## src/rtl/i2c_tgt_pkg.sv

```systemverilog
package i2c_tgt_pkg;

   // register port addresses
   localparam logic [1:0] REG_TXD  = 2'd0;
   localparam logic [1:0] REG_STAT = 2'd1;
   localparam logic [1:0] REG_CFG  = 2'd2;
   localparam logic [1:0] REG_ALT  = 2'd3;

   // status word bit positions
   localparam int unsigned STAT_TXREQ = 0;
   localparam int unsigned STAT_UFLOW = 1;
   localparam int unsigned STAT_FSE   = 2;

   typedef enum logic [2:0] {
      LK_IDLE,
      LK_ADDR,
      LK_AACK,
      LK_TX,
      LK_MACK,
      LK_WAIT
   } link_st_e;

endpackage

```

## src/rtl/i2c_tgt_sync.sv

```systemverilog
module i2c_tgt_sync #(
   parameter int unsigned STAGES = 2,
   parameter int unsigned W      = 2
) (
   input  logic         clk,
   input  logic         rst_n,
   input  logic [W-1:0] d,
   output logic [W-1:0] q
);

   if (STAGES < 2) begin : g_bad_stages
      $error("i2c_tgt_sync: STAGES must be at least 2");
   end

   for (genvar i = 0; i < W; i++) begin : g_bit
      logic [STAGES-1:0] chain;
      always_ff @(posedge clk or negedge rst_n) begin
         if (!rst_n) chain <= '1;   // bus idles high
         else        chain <= {chain[STAGES-2:0], d[i]};
      end
      assign q[i] = chain[STAGES-1];
   end

endmodule

```

## src/rtl/i2c_tgt_txfifo.sv

```systemverilog
module i2c_tgt_txfifo #(
   parameter int unsigned DW    = 8,
   parameter int unsigned DEPTH = 2
) (
   input  logic          clk,
   input  logic          rst_n,
   input  logic          push,
   input  logic [DW-1:0] wdata,
   input  logic          pop,
   output logic [DW-1:0] rdata,
   output logic          empty,
   output logic          full
);

   localparam int unsigned PW = (DEPTH > 1) ? $clog2(DEPTH) : 1;
   localparam int unsigned CW = $clog2(DEPTH + 1);
   localparam logic [PW-1:0] LAST = PW'(DEPTH - 1);

   if (DEPTH < 2) begin : g_bad_depth
      $error("i2c_tgt_txfifo: DEPTH must be at least 2");
   end

   logic [DW-1:0] mem [DEPTH];
   logic [PW-1:0] wr_ptr, rd_ptr;
   logic [CW-1:0] count;
   logic          do_push, do_pop;

   assign empty   = (count == '0);
   assign full    = (count == CW'(DEPTH));
   assign do_push = push && !full;   // write to a full FIFO is dropped
   assign do_pop  = pop && !empty;
   assign rdata   = mem[rd_ptr];

   always_ff @(posedge clk) begin
      if (do_push) mem[wr_ptr] <= wdata;
   end

   always_ff @(posedge clk or negedge rst_n) begin
      if (!rst_n) begin
         wr_ptr <= '0;
         rd_ptr <= '0;
         count  <= '0;
      end else begin
         if (do_push) wr_ptr <= (wr_ptr == LAST) ? '0 : wr_ptr + 1'b1;
         if (do_pop)  rd_ptr <= (rd_ptr == LAST) ? '0 : rd_ptr + 1'b1;
         case ({do_push, do_pop})
            2'b10:   count <= count + 1'b1;
            2'b01:   count <= count - 1'b1;
            default: count <= count;
         endcase
      end
   end

   // a rejected write leaves the fill level untouched
   a_r5_full_write_dropped: assert property (@(posedge clk) disable iff (!rst_n)
      (push && full && !pop) |=> full);

   a_r5_count_bound: assert property (@(posedge clk) disable iff (!rst_n)
      count <= CW'(DEPTH));

endmodule

```

## src/rtl/i2c_tgt_link.sv

```systemverilog
module i2c_tgt_link
   import i2c_tgt_pkg::*;
#(
   parameter int unsigned AW        = 7,
   parameter int unsigned BW        = 8,
   parameter bit          ALT_MATCH = 1'b1
) (
   input  logic          clk,
   input  logic          rst_n,
   input  logic          scl,
   input  logic          sda,
   input  logic [AW-1:0] own_addr,
   input  logic [AW-1:0] alt_id,
   input  logic          alt_en,
   input  logic          fifo_empty,
   input  logic [BW-1:0] fifo_rdata,
   output logic          sda_oe,
   output logic          fifo_pop,
   output logic          dir_rise_hit,
   output logic          dir_fall_hit,
   output logic          need_byte,
   output logic          xfer_active,
   output logic          stop_seen
);

   localparam int unsigned CNTW = $clog2(BW + 1);
   localparam logic [CNTW-1:0] DIR_IDX = CNTW'(BW - 1);
   localparam logic [CNTW-1:0] ACK_IDX = CNTW'(BW);

   if (AW + 1 != BW) begin : g_bad_width
      $error("i2c_tgt_link: address plus direction must fill one byte");
   end

   link_st_e        st;
   logic            scl_q, sda_q;
   logic            scl_rise, scl_fall, start_det, stop_det;
   logic [AW-1:0]   sh;
   logic [BW-1:0]   tx;
   logic [CNTW-1:0] cnt;
   logic            hit_q, rd_q, mack_q, ack_drv;
   logic            own_hit, alt_hit, addr_hit;

   assign scl_rise  = scl & ~scl_q;
   assign scl_fall  = ~scl & scl_q;
   assign start_det = scl & scl_q & sda_q & ~sda;
   assign stop_det  = scl & scl_q & ~sda_q & sda;
   assign stop_seen = stop_det;

   // address compare on the 7 bits shifted in before the direction bit
   assign own_hit = (sh == own_addr);

   if (ALT_MATCH) begin : g_alt
      assign alt_hit = alt_en && (sh == alt_id);
   end else begin : g_no_alt
      logic alt_unused;
      assign alt_unused = alt_en ^ (^alt_id);
      assign alt_hit    = 1'b0;
   end

   assign addr_hit = own_hit | alt_hit;

   // open-drain drive: address ACK, or a zero data bit while sending
   assign sda_oe = ack_drv | ((st == LK_TX) & ~tx[BW-1]);

   always_ff @(posedge clk or negedge rst_n) begin
      if (!rst_n) begin
         scl_q <= 1'b1;
         sda_q <= 1'b1;
      end else begin
         scl_q <= scl;
         sda_q <= sda;
      end
   end

   always_ff @(posedge clk or negedge rst_n) begin
      if (!rst_n) begin
         st           <= LK_IDLE;
         sh           <= '0;
         tx           <= '1;
         cnt          <= '0;
         hit_q        <= 1'b0;
         rd_q         <= 1'b0;
         mack_q       <= 1'b0;
         ack_drv      <= 1'b0;
         xfer_active  <= 1'b0;
         fifo_pop     <= 1'b0;
         dir_rise_hit <= 1'b0;
         dir_fall_hit <= 1'b0;
         need_byte    <= 1'b0;
      end else begin
         fifo_pop     <= 1'b0;
         dir_rise_hit <= 1'b0;
         dir_fall_hit <= 1'b0;
         need_byte    <= 1'b0;
         if (stop_det) begin
            st          <= LK_IDLE;
            ack_drv     <= 1'b0;
            xfer_active <= 1'b0;
         end else if (start_det) begin
            st          <= LK_ADDR;
            cnt         <= '0;
            ack_drv     <= 1'b0;
            xfer_active <= 1'b0;
         end else begin
            unique case (st)
               LK_IDLE: ;
               LK_ADDR: begin
                  if (scl_rise) begin
                     sh  <= {sh[AW-2:0], sda};
                     cnt <= cnt + 1'b1;
                     if (cnt == DIR_IDX) begin
                        hit_q <= addr_hit;
                        rd_q  <= sda;
                        if (addr_hit && sda) dir_rise_hit <= 1'b1;
                     end
                  end else if (scl_fall && cnt == ACK_IDX) begin
                     if (hit_q) begin
                        st      <= LK_AACK;
                        ack_drv <= 1'b1;
                        if (rd_q) begin
                           dir_fall_hit <= 1'b1;
                           xfer_active  <= 1'b1;
                        end
                     end else begin
                        st <= LK_WAIT;
                     end
                  end
               end
               LK_AACK: begin
                  if (scl_rise) begin
                     if (rd_q) need_byte <= 1'b1;
                  end else if (scl_fall) begin
                     ack_drv <= 1'b0;
                     if (rd_q) begin
                        tx       <= fifo_empty ? '1 : fifo_rdata;
                        fifo_pop <= !fifo_empty;
                        cnt      <= '0;
                        st       <= LK_TX;
                     end else begin
                        st <= LK_WAIT;
                     end
                  end
               end
               LK_TX: begin
                  if (scl_fall) begin
                     if (cnt == DIR_IDX) begin
                        st <= LK_MACK;          // release for controller ACK
                     end else begin
                        tx  <= {tx[BW-2:0], 1'b1};
                        cnt <= cnt + 1'b1;
                     end
                  end
               end
               LK_MACK: begin
                  if (scl_rise) begin
                     mack_q <= ~sda;
                     if (!sda) need_byte <= 1'b1;
                  end else if (scl_fall) begin
                     if (mack_q) begin
                        tx       <= fifo_empty ? '1 : fifo_rdata;
                        fifo_pop <= !fifo_empty;
                        cnt      <= '0;
                        st       <= LK_TX;
                     end else begin
                        st <= LK_WAIT;
                     end
                  end
               end
               LK_WAIT: ;
               default: st <= LK_IDLE;
            endcase
         end
      end
   end

   // an idle target leaves the line alone
   a_r1_idle_quiet: assert property (@(posedge clk) disable iff (!rst_n)
      (st == LK_IDLE) |-> !sda_oe);

   // the controller acknowledge slot is never driven by the target
   a_r6_mack_released: assert property (@(posedge clk) disable iff (!rst_n)
      (st == LK_MACK) |-> !sda_oe);

   // STOP terminates the read transfer
   a_r10_stop_ends_read: assert property (@(posedge clk) disable iff (!rst_n)
      stop_det |=> !xfer_active);

endmodule

```

## src/rtl/i2c_tgt_tx.sv

```systemverilog
module i2c_tgt_tx
   import i2c_tgt_pkg::*;
#(
   parameter int unsigned           ADDR_W       = 7,
   parameter int unsigned           DATA_W       = 8,
   parameter int unsigned           FIFO_DEPTH   = 2,
   parameter int unsigned           SYNC_STAGES  = 2,
   parameter int unsigned           REG_W        = 16,
   parameter bit                    ALT_MATCH    = 1'b1,
   parameter logic [ADDR_W-1:0]     DEFAULT_ADDR = 7'h3A
) (
   input  logic             clk,
   input  logic             rst_n,
   input  logic             scl_i,
   input  logic             sda_i,
   output logic             sda_oe,
   input  logic             reg_wr,
   input  logic             reg_rd,
   input  logic [1:0]       reg_addr,
   input  logic [REG_W-1:0] reg_wdata,
   output logic [REG_W-1:0] reg_rdata
);

   localparam int unsigned CFG_EARLY = ADDR_W;
   localparam int unsigned CFG_ALTEN = ADDR_W + 1;

   if (DATA_W != ADDR_W + 1) begin : g_bad_data_w
      $error("i2c_tgt_tx: DATA_W must equal ADDR_W + 1");
   end
   if (REG_W < CFG_ALTEN + 1 || REG_W < DATA_W || REG_W < 3) begin : g_bad_reg_w
      $error("i2c_tgt_tx: REG_W too narrow for the register fields");
   end

   logic [1:0]        sync_q;
   logic              scl_s, sda_s;
   logic [ADDR_W-1:0] own_q;
   logic [DATA_W-1:0] alt_q;
   logic              early_q, alt_en_q;
   logic              txreq_q, uf_q, fse_q, arm_q;
   logic              fifo_push, fifo_pop, fifo_empty, fifo_full;
   logic [DATA_W-1:0] fifo_rdata;
   logic              dir_rise_hit, dir_fall_hit, need_byte, xfer_active, stop_seen;
   logic              stat_rd, txreq_set, uf_set, fse_set;
   logic              wdata_unused;

   assign wdata_unused = ^reg_wdata;

   i2c_tgt_sync #(.STAGES(SYNC_STAGES), .W(2)) u_sync (
      .clk   (clk),
      .rst_n (rst_n),
      .d     ({scl_i, sda_i}),
      .q     (sync_q)
   );
   assign scl_s = sync_q[1];
   assign sda_s = sync_q[0];

   assign fifo_push = reg_wr && (reg_addr == REG_TXD);

   i2c_tgt_txfifo #(.DW(DATA_W), .DEPTH(FIFO_DEPTH)) u_fifo (
      .clk   (clk),
      .rst_n (rst_n),
      .push  (fifo_push),
      .wdata (reg_wdata[DATA_W-1:0]),
      .pop   (fifo_pop),
      .rdata (fifo_rdata),
      .empty (fifo_empty),
      .full  (fifo_full)
   );

   i2c_tgt_link #(.AW(ADDR_W), .BW(DATA_W), .ALT_MATCH(ALT_MATCH)) u_link (
      .clk          (clk),
      .rst_n        (rst_n),
      .scl          (scl_s),
      .sda          (sda_s),
      .own_addr     (own_q),
      .alt_id       (alt_q[ADDR_W-1:0]),
      .alt_en       (alt_en_q),
      .fifo_empty   (fifo_empty),
      .fifo_rdata   (fifo_rdata),
      .sda_oe       (sda_oe),
      .fifo_pop     (fifo_pop),
      .dir_rise_hit (dir_rise_hit),
      .dir_fall_hit (dir_fall_hit),
      .need_byte    (need_byte),
      .xfer_active  (xfer_active),
      .stop_seen    (stop_seen)
   );

   // configuration registers
   always_ff @(posedge clk or negedge rst_n) begin
      if (!rst_n) begin
         own_q    <= DEFAULT_ADDR;
         early_q  <= 1'b0;
         alt_en_q <= 1'b0;
         alt_q    <= '0;
      end else if (reg_wr) begin
         if (reg_addr == REG_CFG) begin
            own_q    <= reg_wdata[ADDR_W-1:0];
            early_q  <= reg_wdata[CFG_EARLY];
            alt_en_q <= reg_wdata[CFG_ALTEN];
         end
         if (reg_addr == REG_ALT) alt_q <= reg_wdata[DATA_W-1:0];
      end
   end

   // status flags: a hardware set beats a clearing read in the same cycle
   assign stat_rd   = reg_rd && (reg_addr == REG_STAT);
   assign txreq_set = (early_q ? dir_rise_hit : dir_fall_hit) | (xfer_active & ~fifo_full);
   assign uf_set    = need_byte & fifo_empty;
   assign fse_set   = dir_rise_hit & arm_q;

   always_ff @(posedge clk or negedge rst_n) begin
      if (!rst_n) begin
         txreq_q <= 1'b0;
         uf_q    <= 1'b0;
         fse_q   <= 1'b1;
         arm_q   <= 1'b1;
      end else begin
         txreq_q <= txreq_set | (txreq_q & ~stat_rd);
         uf_q    <= uf_set | (uf_q & ~stat_rd);
         if (early_q) fse_q <= fse_set | (fse_q & ~stat_rd);
         else         fse_q <= fifo_empty;
         if (stop_seen)              arm_q <= 1'b1;
         else if (early_q && fse_set) arm_q <= 1'b0;
      end
   end

   // register read mux
   always_comb begin
      reg_rdata = '0;
      unique case (reg_addr)
         REG_TXD: reg_rdata = '0;
         REG_STAT: begin
            reg_rdata[STAT_TXREQ] = txreq_q;
            reg_rdata[STAT_UFLOW] = uf_q;
            reg_rdata[STAT_FSE]   = fse_q;
         end
         REG_CFG: begin
            reg_rdata[ADDR_W-1:0] = own_q;
            reg_rdata[CFG_EARLY]  = early_q;
            reg_rdata[CFG_ALTEN]  = alt_en_q;
         end
         REG_ALT: reg_rdata[DATA_W-1:0] = alt_q;
         default: reg_rdata = '0;
      endcase
   end

   // request is held while the read is live and there is room
   a_r4_request_held: assert property (@(posedge clk) disable iff (!rst_n)
      (xfer_active && !fifo_full) |=> txreq_q);

   // an empty FIFO at a byte demand raises underflow
   a_r7_underflow_set: assert property (@(posedge clk) disable iff (!rst_n)
      (need_byte && fifo_empty) |=> uf_q);

   // normal timing mirrors the FIFO empty state
   a_r8_fse_mirror: assert property (@(posedge clk) disable iff (!rst_n)
      !early_q |=> (fse_q == $past(fifo_empty)));

   // armed early request raises the flag
   a_r9_early_flag: assert property (@(posedge clk) disable iff (!rst_n)
      (early_q && dir_rise_hit && arm_q) |=> fse_q);

endmodule

```

## config.mk

```make
export PLATFORM = sky130hd
export DESIGN_NAME = i2c_tgt_tx
export DESIGN_NICKNAME = d
export VERILOG_FILES = /design/src/rtl/i2c_tgt_pkg.sv /design/src/rtl/i2c_tgt_sync.sv /design/src/rtl/i2c_tgt_txfifo.sv /design/src/rtl/i2c_tgt_link.sv /design/src/rtl/i2c_tgt_tx.sv
export SDC_FILE = /design/constraint.sdc
export NUM_CORES = 1
export LEC_CHECK = 0
export BUFFER_PORTS_ARGS = -buffer_cell sky130_fd_sc_hd__buf_2
export CAP_MARGIN = 15
export CORE_MARGIN = 4
export CORE_UTILIZATION = 40
export DETAILED_ROUTE_END_ITERATION = 10
export PLACE_DENSITY_LB_ADDON = 0.12
export SLEW_MARGIN = 40
export SYNTH_ARGS = -nofsm -noshare
export SYNTH_HDL_FRONTEND = slang
export SYNTH_SLANG_ARGS = --single-unit
```

## constraint.sdc

```tcl
create_clock -name clk -period 4 [get_ports clk]
set_input_delay 0.2 -clock clk [delete_from_list [all_inputs] [get_ports clk]]
set_output_delay 0.2 -clock clk [all_outputs]
set_load 0.05 [all_outputs]
```

==> run metrics <==
syn_area_per_cell 11.9 um^2; P_leak 0.00175 uW; CP required 4.23 ns; Yosys warnings 0; combinational share of power 20.8%; CTS tree yes; Top FF cell, synth dfrtp_1; RSZ-0062 raised after global routing no; WP data arrival 2.61 ns; mapped cell area 3800 um^2; Placed Cells 463; vias in the first global route 2,445; total power 2050 uW; clk sinks 78; status finished, final reports clean; clk_skew 0.00895 ns; Die ar. 11,100 um^2; Layout area overhead 11.6%; WL/cell 15.6 um; sequential share of the synthesized area 54.1%; final non-filler cell total 482; largest net degree at the start of global routing 45; startpoint type of the worst setup path flop; Critical Path Sink Type flop; number of I/O port buffers 26; Post-synth top cells dfrtp_1 (42), mux2_2 (31), dfstp_2 (20), nand2_1 (20), nor2_1 (18); crit path time final 2.38 ns; P_int 1430 uW; sequential power share 50.9%; Hold Crit Class in2reg; Worst slew margin 54.9%; Final setup viols 0; clock power share 28.3%; ranking of synthesized cells by area dfrtp_1 (28%), dfstp_2 (14%), edfxtp_1 (13%); total number of vias 2,394; H-tree levels 3; Fillers 869; PD cells 483 nW/um^2; Detail Placement HPWL 5250 um; count leader, synth dfrtp_1; switching part of the total 30.4%; Final Cycle Share 59.6%; Inserted Clock Buffers 9; NumNets Final 375; CP Max Fanout 17; cell accounting for the most synthesized area dfrtp_1; EDFF count, synth 16; Iter 0 DRT Violations 94; Final Routed Wirelength 7520 um; first-pass GRT wire length 12,900 um; Worst VDD drop 0.319 mV; Synth top area share 27.6%; Worst-path clk slew 0.08 ns; ANT nets after route 0; Fmax 0.420 GHz; r2r startpoint u_link.st[0]; GRT Residual Overflow 0; gpl congestion 0.789; DR vias/cell 4.97; beginning of the critical path u_link.st[0]; #FFs+latches synth 78; Pre-antenna DRT Iters 6; total track usage 14.7%; worst-skew pair later-pin latency 0.33 ns; # rows 35; number of diodes 0; core area 9240 um^2; Slew Limit Fails 0; library cells used by synthesis 55; antenna violations before repair 0; share of cells above drive strength 1 28.6%; Cells after Synth 319; Die Height 106 um; Initial Utilization 41.2%; ys async rst share 79.5%; clk buf depth 2; cts repair resizes 0; I/O pin cnt 41; NetSw 623 uW; worst hold path startpoint reg_wdata[5]; Slew @ Worst Pin 0.674 ns; Die W 106 um; DRC viols 0; crit path kind reg2reg; Max-Cap Viols 0; root buffer cell clkbuf_8; Fin. Hold Viols 0; setup TNS 0 ns
==> sequential cells by signal, summed over array words and instances, names as in the netlist, 2 cells and up <==
| register | count |
|---|---|
| u_link.tx | 8 |
| alt_q | 8 |
| u_fifo.mem | 16 |
| u_link.sh | 7 |
| u_link.cnt | 4 |
| u_fifo.count | 2 |
| u_sync.g_bit.chain | 4 |
| own_q | 7 |
| u_link.st | 3 |
==> final cells by class <==
class                   count  area [um^2]  area share [%]
inverters                   6         22.5           0.530
repair buffers             30          170            4.01
multi-input cells         223         1640            38.7
clock inverters             4         47.5            1.12
clock buffers              12          145            3.42
flip-flops and latches     78         2060            48.4
well taps                 129          161            3.80
==> what timing repair did <==
item	4_1_cts	5_1_grt
endpoints found under the hold margin	29	0
hold buffers	3	0
setup buffers	0	0
==> routing by layer <==
layer  wire [um]  global-route usage, %
met2        3260                   21.4
met3         290                   2.51
met4         129                   5.55
met5           0                      0
met1        3830                   21.8
==> final timing paths <==
check | end | slack [ns] | depth (start not counted)
setup / recovery | u_link.st[0] | 1.62 | 5
hold / removal | u_fifo.mem[1][5] | 0.1 | 1
setup reg to reg | u_link.st[0] | 1.62 | 5
hold reg to reg | u_sync.g_bit[1].chain[1] | 0.36 | 0
max in group asynchronous | own_q[1] | 2.82 | 3
min in group asynchronous | alt_q[6] | 0.42 | 2
==> critical path, cell delays in order (launching register included) <==
cell,delay (ns)
dfrtp_1,0.71
nor2b_1,0.23
nand2_1,0.35
o32a_1,0.35
o21ai_0,0.28
mux2_2,0.37
==> stage by stage <==
step | hold slack [ns] | setup WS [ns] | area, um^2 | utilization [%]
floorplan | -0.0956 | 2.02 | 3830 | -
global placement | 0.306 | 1.62 | 4020 | 43.5
detailed placement | 0.250 | 1.63 | 4020 | 43.5
CTS | 0.0802 | 1.58 | 4250 | 46.0
global route | 0.0821 | 1.37 | 4250 | 46.0
finish | 0.0956 | 1.62 | 4250 | 46.0
==> cells in the final DEF (no fill, tap or decap), types with 7 or more instances in the layout <==
master,instances
mux2_2,31
nand2b_1,7
nand3_1,12
mux2i_1,14
o21ai_0,17
dfstp_2,20
xor2_1,8
nor2_1,18
conb_1,7
buf_2,25
clkbuf_8,10
dfrtp_1,42
nand2_1,20
o211ai_1,8
edfxtp_1,16
nor2b_1,10
xnor2_1,14
==> power by group through the flow <==
stage,combinational (uW),clock (uW),sequential (uW)
2_1_floorplan,356,0,1020
3_3_place_gp,423,0,1060
3_5_place_dp,427,0,1060
4_1_cts,432,600,1050
5_1_grt,478,632,1060
6_report,426,580,1040
==> cell families after synthesis <==
family,synth area share [%]
compound gates,10.0
xor+xnor,5.06
fa+ha+maj,0.987
buf+inv,3.35
flops,54.1
mux,13.3
other cells,0.0986
simple gates,13.2
Power figures use the tool's default switching activity.
